File: src/rtl/edge_capture_pkg.sv
`timescale 1ns/1ps
package edge_capture_pkg;

    typedef enum logic [1:0] {
        SEL_OFF  = 2'b00,
        SEL_RISE = 2'b01,
        SEL_FALL = 2'b10,
        SEL_BOTH = 2'b11
    } edge_sel_e;

endpackage

File: src/rtl/edge_capture_sync.sv
`timescale 1ns/1ps
module edge_capture_sync #(
    parameter int STAGES = 2
) (
    input  logic clk,
    input  logic rst_n,
    input  logic async_in,
    output logic sync_out
);
    localparam int TOP = STAGES - 1;

    typedef struct packed {
        logic [STAGES-1:0] chain;
    } sync_state_t;

    sync_state_t st_d, st_q;

    always_comb begin
        st_d = st_q;
        st_d.chain[0] = async_in;
        for (int i = 1; i < STAGES; i++) begin
            st_d.chain[i] = st_q.chain[i-1];
        end
    end

    always_ff @(posedge clk or negedge rst_n) begin
        if (!rst_n) st_q <= '0;
        else        st_q <= st_d;
    end

    assign sync_out = st_q.chain[TOP];
endmodule

File: src/rtl/edge_capture_detect.sv
`timescale 1ns/1ps
module edge_capture_detect
    import edge_capture_pkg::*;
(
    input  logic       clk,
    input  logic       rst_n,
    input  logic       level_in,
    input  logic [1:0] sel,
    input  logic       allow,
    output logic       hit
);
    typedef struct packed {
        logic prev;
    } det_state_t;

    det_state_t st_d, st_q;
    logic       went_up, went_down;
    edge_sel_e  mode;

    always_comb begin
        mode      = edge_sel_e'(sel);
        st_d.prev = level_in;
        went_up   = level_in & ~st_q.prev;
        went_down = ~level_in & st_q.prev;
        unique case (mode)
            SEL_RISE: hit = allow & went_up;
            SEL_FALL: hit = allow & went_down;
            SEL_BOTH: hit = allow & (went_up | went_down);
            default:  hit = 1'b0;
        endcase
    end

    always_ff @(posedge clk or negedge rst_n) begin
        if (!rst_n) st_q <= '0;
        else        st_q <= st_d;
    end
endmodule

File: src/rtl/edge_capture_store.sv
`timescale 1ns/1ps
module edge_capture_store #(
    parameter int CNT_W = 16
) (
    input  logic             clk,
    input  logic             rst_n,
    input  logic             fire,
    input  logic [CNT_W-1:0] count_in,
    input  logic             clr,
    output logic [CNT_W-1:0] value,
    output logic             flag
);
    typedef struct packed {
        logic [CNT_W-1:0] value;
        logic             flag;
    } store_state_t;

    store_state_t st_d, st_q;

    always_comb begin
        st_d = st_q;
        if (clr)  st_d.flag = 1'b0;
        if (fire) begin
            st_d.value = count_in;
            st_d.flag  = 1'b1;
        end
    end

    always_ff @(posedge clk or negedge rst_n) begin
        if (!rst_n) st_q <= '0;
        else        st_q <= st_d;
    end

    assign value = st_q.value;
    assign flag  = st_q.flag;
endmodule

File: src/rtl/edge_capture_channel.sv
`timescale 1ns/1ps
module edge_capture_channel #(
    parameter int CNT_W       = 16,
    parameter int SYNC_STAGES = 2
) (
    input  logic             clk,
    input  logic             rst_n,
    input  logic             pin_in,
    input  logic [CNT_W-1:0] count_in,
    input  logic [1:0]       edge_sel,
    input  logic             mode_compare,
    input  logic             irq_en,
    input  logic             fast_clr_en,
    input  logic             rd_strobe,
    input  logic             flag_wr,
    input  logic             flag_wr_bit,
    output logic [CNT_W-1:0] cap_value,
    output logic             flag,
    output logic             irq
);
    logic pin_sync;
    logic cap_fire;
    logic clr_req;

    edge_capture_sync #(.STAGES(SYNC_STAGES)) u_sync (
        .clk      (clk),
        .rst_n    (rst_n),
        .async_in (pin_in),
        .sync_out (pin_sync)
    );

    edge_capture_detect u_detect (
        .clk      (clk),
        .rst_n    (rst_n),
        .level_in (pin_sync),
        .sel      (edge_sel),
        .allow    (~mode_compare),
        .hit      (cap_fire)
    );

    always_comb begin
        clr_req = (flag_wr & flag_wr_bit) | (rd_strobe & fast_clr_en);
    end

    edge_capture_store #(.CNT_W(CNT_W)) u_store (
        .clk      (clk),
        .rst_n    (rst_n),
        .fire     (cap_fire),
        .count_in (count_in),
        .clr      (clr_req),
        .value    (cap_value),
        .flag     (flag)
    );

    assign irq = flag & irq_en;
endmodule

File: config.mk
export PLATFORM = sky130hd
export DESIGN_NAME = edge_capture_channel
export DESIGN_NICKNAME = d
export VERILOG_FILES = /design/src/rtl/edge_capture_pkg.sv /design/src/rtl/edge_capture_sync.sv /design/src/rtl/edge_capture_detect.sv /design/src/rtl/edge_capture_store.sv /design/src/rtl/edge_capture_channel.sv
export SDC_FILE = /design/constraint.sdc
export NUM_CORES = 1
export LEC_CHECK = 0
export BUFFER_PORTS_ARGS = -buffer_cell sky130_fd_sc_hd__buf_2
export CORE_MARGIN = 5
export CORE_UTILIZATION = 43
export DETAILED_ROUTE_END_ITERATION = 7
export GPL_TIMING_DRIVEN = 0
export PLACE_DENSITY = 0.76
export SLEW_MARGIN = 20
export SYNTH_ARGS = -nofsm -noshare
export SYNTH_HDL_FRONTEND = slang
export SYNTH_SLANG_ARGS = --single-unit
File: constraint.sdc
create_clock -name clk -period 2.4 [get_ports clk]
set_input_delay 0.12 -clock clk [delete_from_list [all_inputs] [get_ports clk]]
set_output_delay 0.12 -clock clk [all_outputs]
set_load 0.005 [all_outputs]
# [Word level (Yosys, flattened, before mapping)]
# Cells that the tools add are included.
[totals] regBits=20 in_bits=27 out_inout_bits=18 elab_cells=24
[op_classes] n_eq_ne=3 n_mux=3 bitwise_logic=13 reduce_logical=1
[ops] op="$and 1x1->1" count=8
[ops] op="$eq 2x2->1 const B" count=2
[ops] op="$not 1->1" count=3
[ops] op="$pmux 1 s3" count=1
[ops] op="$eq 2x1->1 const B" count=1
[ops] op="$mux 1" count=2
[ops] op="$or 1x1->1" count=2
[ops] op="$reduce_bool 2->1" count=1

# [Longest topological paths before layout]
[logic_depth] word_depth=6 mapped_depth=6 depth_no_buf=5

# [Cells and area by module]
# Synthesis repeated with hierarchy kept, for this count alone.
[hier_totals] hier_cells=52 area_unflattened_um2=839.6
[by_module_without_submodules] module="edge_capture_store" instances=1 cells_per_inst=37 area_each_um2=683.2 seq_area_each_um2=425.4
[by_module_without_submodules] module="edge_capture_detect" instances=1 cells_per_inst=10 area_each_um2=87.6 seq_area_each_um2=25.0
[by_module_without_submodules] module="edge_capture_sync" instances=1 cells_per_inst=2 area_each_um2=50.0 seq_area_each_um2=50.0
[by_module_without_submodules] module="edge_capture_channel" instances=1 cells_per_inst=3 area_each_um2=18.8 seq_area_each_um2=0.0

# [Least setup slack after synthesis]
# Ideal clock, no wire load.
[synth_path] path_kind="register -> register" startpoint="register u_sync.st_q[1] in the netlist's numbering" endpoint="register u_store.st_q, in the netlist u_store.value[15]" setup_time_ns=0.125 t_arrival_ns=1.623 required_ns=2.275 setup_slack_ns=0.652 stages_incl_launch_ff=6 n_path_buf=1 synth_period_minus_slack_ns=1.748 cell_sequence="dfrtp_1 > ha_1 > or2_1 > a41oi_4 > buf_12 > mux2_4"
[synth_via] elab_chain_cells=5 elab_cells_between_ends=8 cone_classes="mux (1); bitwise (7)"
[synth_rtl] element="start, declared" line="edge_capture_sync.sv:16" text="sync_state_t st_d, st_q;"
[synth_rtl] element="start signal, assigned" line="edge_capture_sync.sv:28" text="else st_q <= st_d;"
[synth_rtl] element="$not 1->1" line="edge_capture_detect.sv:24" text="went_down = ~level_in & st_q.prev;"
[synth_rtl] element="$and 1x1->1" line="edge_capture_detect.sv:24"
[synth_rtl] element="$or 1x1->1" line="edge_capture_detect.sv:28" text="SEL_BOTH: hit = allow & (went_up | went_down);"
[synth_rtl] element="$and 1x1->1" line="edge_capture_detect.sv:28"
[synth_rtl] element="$pmux 1 s3 *" line="edge_capture_detect.sv:25" text="unique case (mode)"
[synth_rtl] element="end signal, assigned" line="edge_capture_store.sv:31" text="else st_q <= st_d;"
[synth_rtl] element="end, declared" line="edge_capture_store.sv:18" text="store_state_t st_d, st_q;"
# Every way passes the cells marked *; elsewhere a longest branch is shown, timed or not.
# A chain may end at the register's enable or synchronous reset.

# [Final worst setup path]
[layout_path] startpoint="register u_sync.st_q[1] in the netlist's numbering" endpoint="register u_store.st_q, in the netlist u_store.value[3]"
# Same word-level chain as after synthesis.

==> flow_metrics.py <==
metrics = {
    "critical_path": {
        "r2r_cells": 5,
        "worst_path_max_delay_cell": "dfrtp_1",
        "cp.required_ns": 2.59,
        "start_kind": "flop",
        "cp_cell_sequence": "ha_1 -> or2_1 -> a41oi_4 -> buf_12 -> mux2_4",
        "cp.depth": 5,
        "path_max_fanout": 10,
        "cp.arrival_ns": 2.05,
        "cp_top_family": "flip-flops",
        "critPathMaxStageDelay_ns": 0.42,
        "critical_path_class": "flop to flop",
        "end_kind": "flop",
        "path_buf_inv": 1,
    },
    "synthesis": {
        "synth_top_area_share": 0.594,
        "syn-cell-area_sq_um": 842,
        "ys_warn_count": 0,
        "ys_ff_latch": 20,
        "ys_seq_area_frac": 0.594,
        "syn_avg_cell_area_sq_um": 16.8,
        "yosys-top-cells-area": "dfrtp_1 (59%), mux2_4 (16%), mux2_2 (9.4%)",
        "synth_cell_types": 12,
        "synth_top_area_cell": "dfrtp_1",
        "syn_nets": 79,
        "synthCells": 50,
    },
    "route": {
        "drtPass1Iterations": 2,
        "wire_per_inst_um": 12.6,
        "vias": 547,
        "ant_nets": 0,
        "route.detailed.drc": 0,
        "routed_wl_um": 1600,
        "vias_per_cell": 4.31,
        "drtIter0Drc": 3,
    },
    "cts": {
        "cts_tree": "built",
        "clkSlewWorstSetupHoldPaths_ns": 0.11,
        "htreeDepth": 1,
        "postCtsSetupBuffers": 0,
        "cts_resized": 0,
        "numClockSinks": 20,
        "clock_latency_ns": 0.29,
        "cts_max_path_buffers": 2,
        "ctsHoldBuffers": 2,
        "cts-root-buf": "clkbuf_4",
        "numCtsBuffers": 3,
    },
    "place": {
        "routabilityCongestion": 0.697,
        "dp.cells": 121,
        "dp_hpwl_um": 1260,
        "placed_area_sq_um": 1100,
        "port_buffers": 44,
    },
    "timing": {
        "drv_slew": 0,
        "tightestPinTransition_ns": 0.435,
        "fmax_mhz": 537,
        "skew_ns": 0.00436,
        "min_period_ns": 1.86,
        "setup_tns_ns": 0,
        "rsz0062_at_grt": "false",
        "setup_viol": 0,
        "max_slew_margin": 0.710,
        "min_period_over_period": 0.776,
        "hold_viol_final": 0,
    },
    "global_routing": {
        "grt_pass1_wl_um": 2530,
        "grt_overflow_total": 0,
        "grt_pass1_vias": 587,
        "grt_usage": 0.122,
        "antenna_found_initial": 0,
        "grt_max_degree": 21,
    },
    "floorplanning": {
        "die-area_sq_um": 2940,
        "start_util": 0.438,
        "std_cell_rows": 16,
        "io_pins": 45,
        "die_h_um": 54.3,
        "die_w_um": 54.3,
        "coreArea_sq_um": 1920,
    },
    "job": {
        "max_cap_viol_count": 0,
    },
    "pwr": {
        "p_leak_uw": 0.000624,
        "irDropWorstVdd_uv": 447,
        "powerDensity_nw_per_um2": 738,
    },
    "cells_and_area": {
        "syn2layout_area_growth_pct": 36.9,
        "postLayoutCellArea_sq_um": 1150,
        "finalNonFillerCells": 127,
        "diodes": 0,
        "drive_gt1_frac": 0.660,
        "fin_nets": 130,
    },
    "worst_hold_path": {
        "min_path_type": "input pin to flop",
        "min_path_cells": 2,
    },
    "outcome": {
        "status": "finished, final reports clean",
    },
}
## kinds of logic after synthesis
family          synth area share
buf+inv                   0.0371
compound gates            0.0416
flops                      0.594
mux                        0.254
fa+ha+maj                 0.0297
simple gates              0.0431
## cell usage after synthesis
cell      instances
or2_1             1
dfrtp_1          20
buf_12            1
and2_1            1
ha_1              2
mux2_4            9
a41oi_4           1
mux2_2            7
nand2_1           3
and4bb_1          1
inv_1             3
a22oi_1           1
## final cells by class
cell class / count / area [sq um]
Clock buffer: 4 / 36.3
Tap cell: 27 / 33.8
Fill cell: 175 / 769
Timing Repair Buffer: 46 / 240
Multi-Input combinational cell: 26 / 310
Buffer: 1 / 20.0
Inverter: 3 / 11.3
Sequential cell: 20 / 500
## worst reg2reg max path: stages, from the launching register on
cell     delay [ns]
dfrtp_1        0.42
ha_1           0.19
or2_1          0.26
a41oi_4        0.40
buf_12         0.20
mux2_4         0.30
## per-layer routing
layer  GRT usage  vias up  part of all wire
li1            -      273                 -
met1       0.152      256              0.42
met5           0        -                 0
met4      0.0622        0            0.0069
met2       0.199       16              0.52
met3      0.0245        2             0.048
## sequential cells by signal (all words and copies together) (netlist names)
name,flops
u_detect.st_q,1
u_store.flag,1
u_store.value,16
u_sync.st_q,2
## path summary, 6_finish.rpt
path | start | end | slack, ns
max | u_sync.st_q[1] | u_store.value[3] | 0.54
min | count_in[7] | u_store.value[7] | 0.05
max reg2reg | u_sync.st_q[1] | u_store.value[3] | 0.54
min reg2reg | u_sync.st_q[0] | u_sync.st_q[1] | 0.36
max in group asynchronous | rst_n | u_sync.st_q[0] | 1.80
min in group asynchronous | rst_n | u_store.value[8] | 0.29
## where the power goes
group	total [uW]	internal, uW	switching, uW
Combinational	220	144	76.3
Clock	188	92.3	96.1
Sequential	442	407	35.2
## cell usage in the layout, fill, tap and decap left out, drive strengths merged, types with 2 or more instances in the layout
master       synthesis  layout
buf                  1      45
dfrtp               20      20
mux2                16      16
clkbuf               0       4
inv                  3       3
nand2                3       3
ha                   2       2
dlygate4sd3          0       2
## stage by stage
step / power [uW] / utilization / setup WS (ns) / hold slack (ns)
3_5_place_dp: 670 / 0.570 / 0.538 / 0.0908
2_1_floorplan: 558 / - / 0.652 / -0.176
6_report: 850 / 0.600 / 0.537 / 0.0494
3_3_place_gp: 660 / 0.570 / 0.542 / 0.0786
4_1_cts: 863 / 0.600 / 0.524 / 0.0429
5_1_grt: 909 / 0.600 / 0.453 / 0.0280
Power figures use the tool's default switching activity.
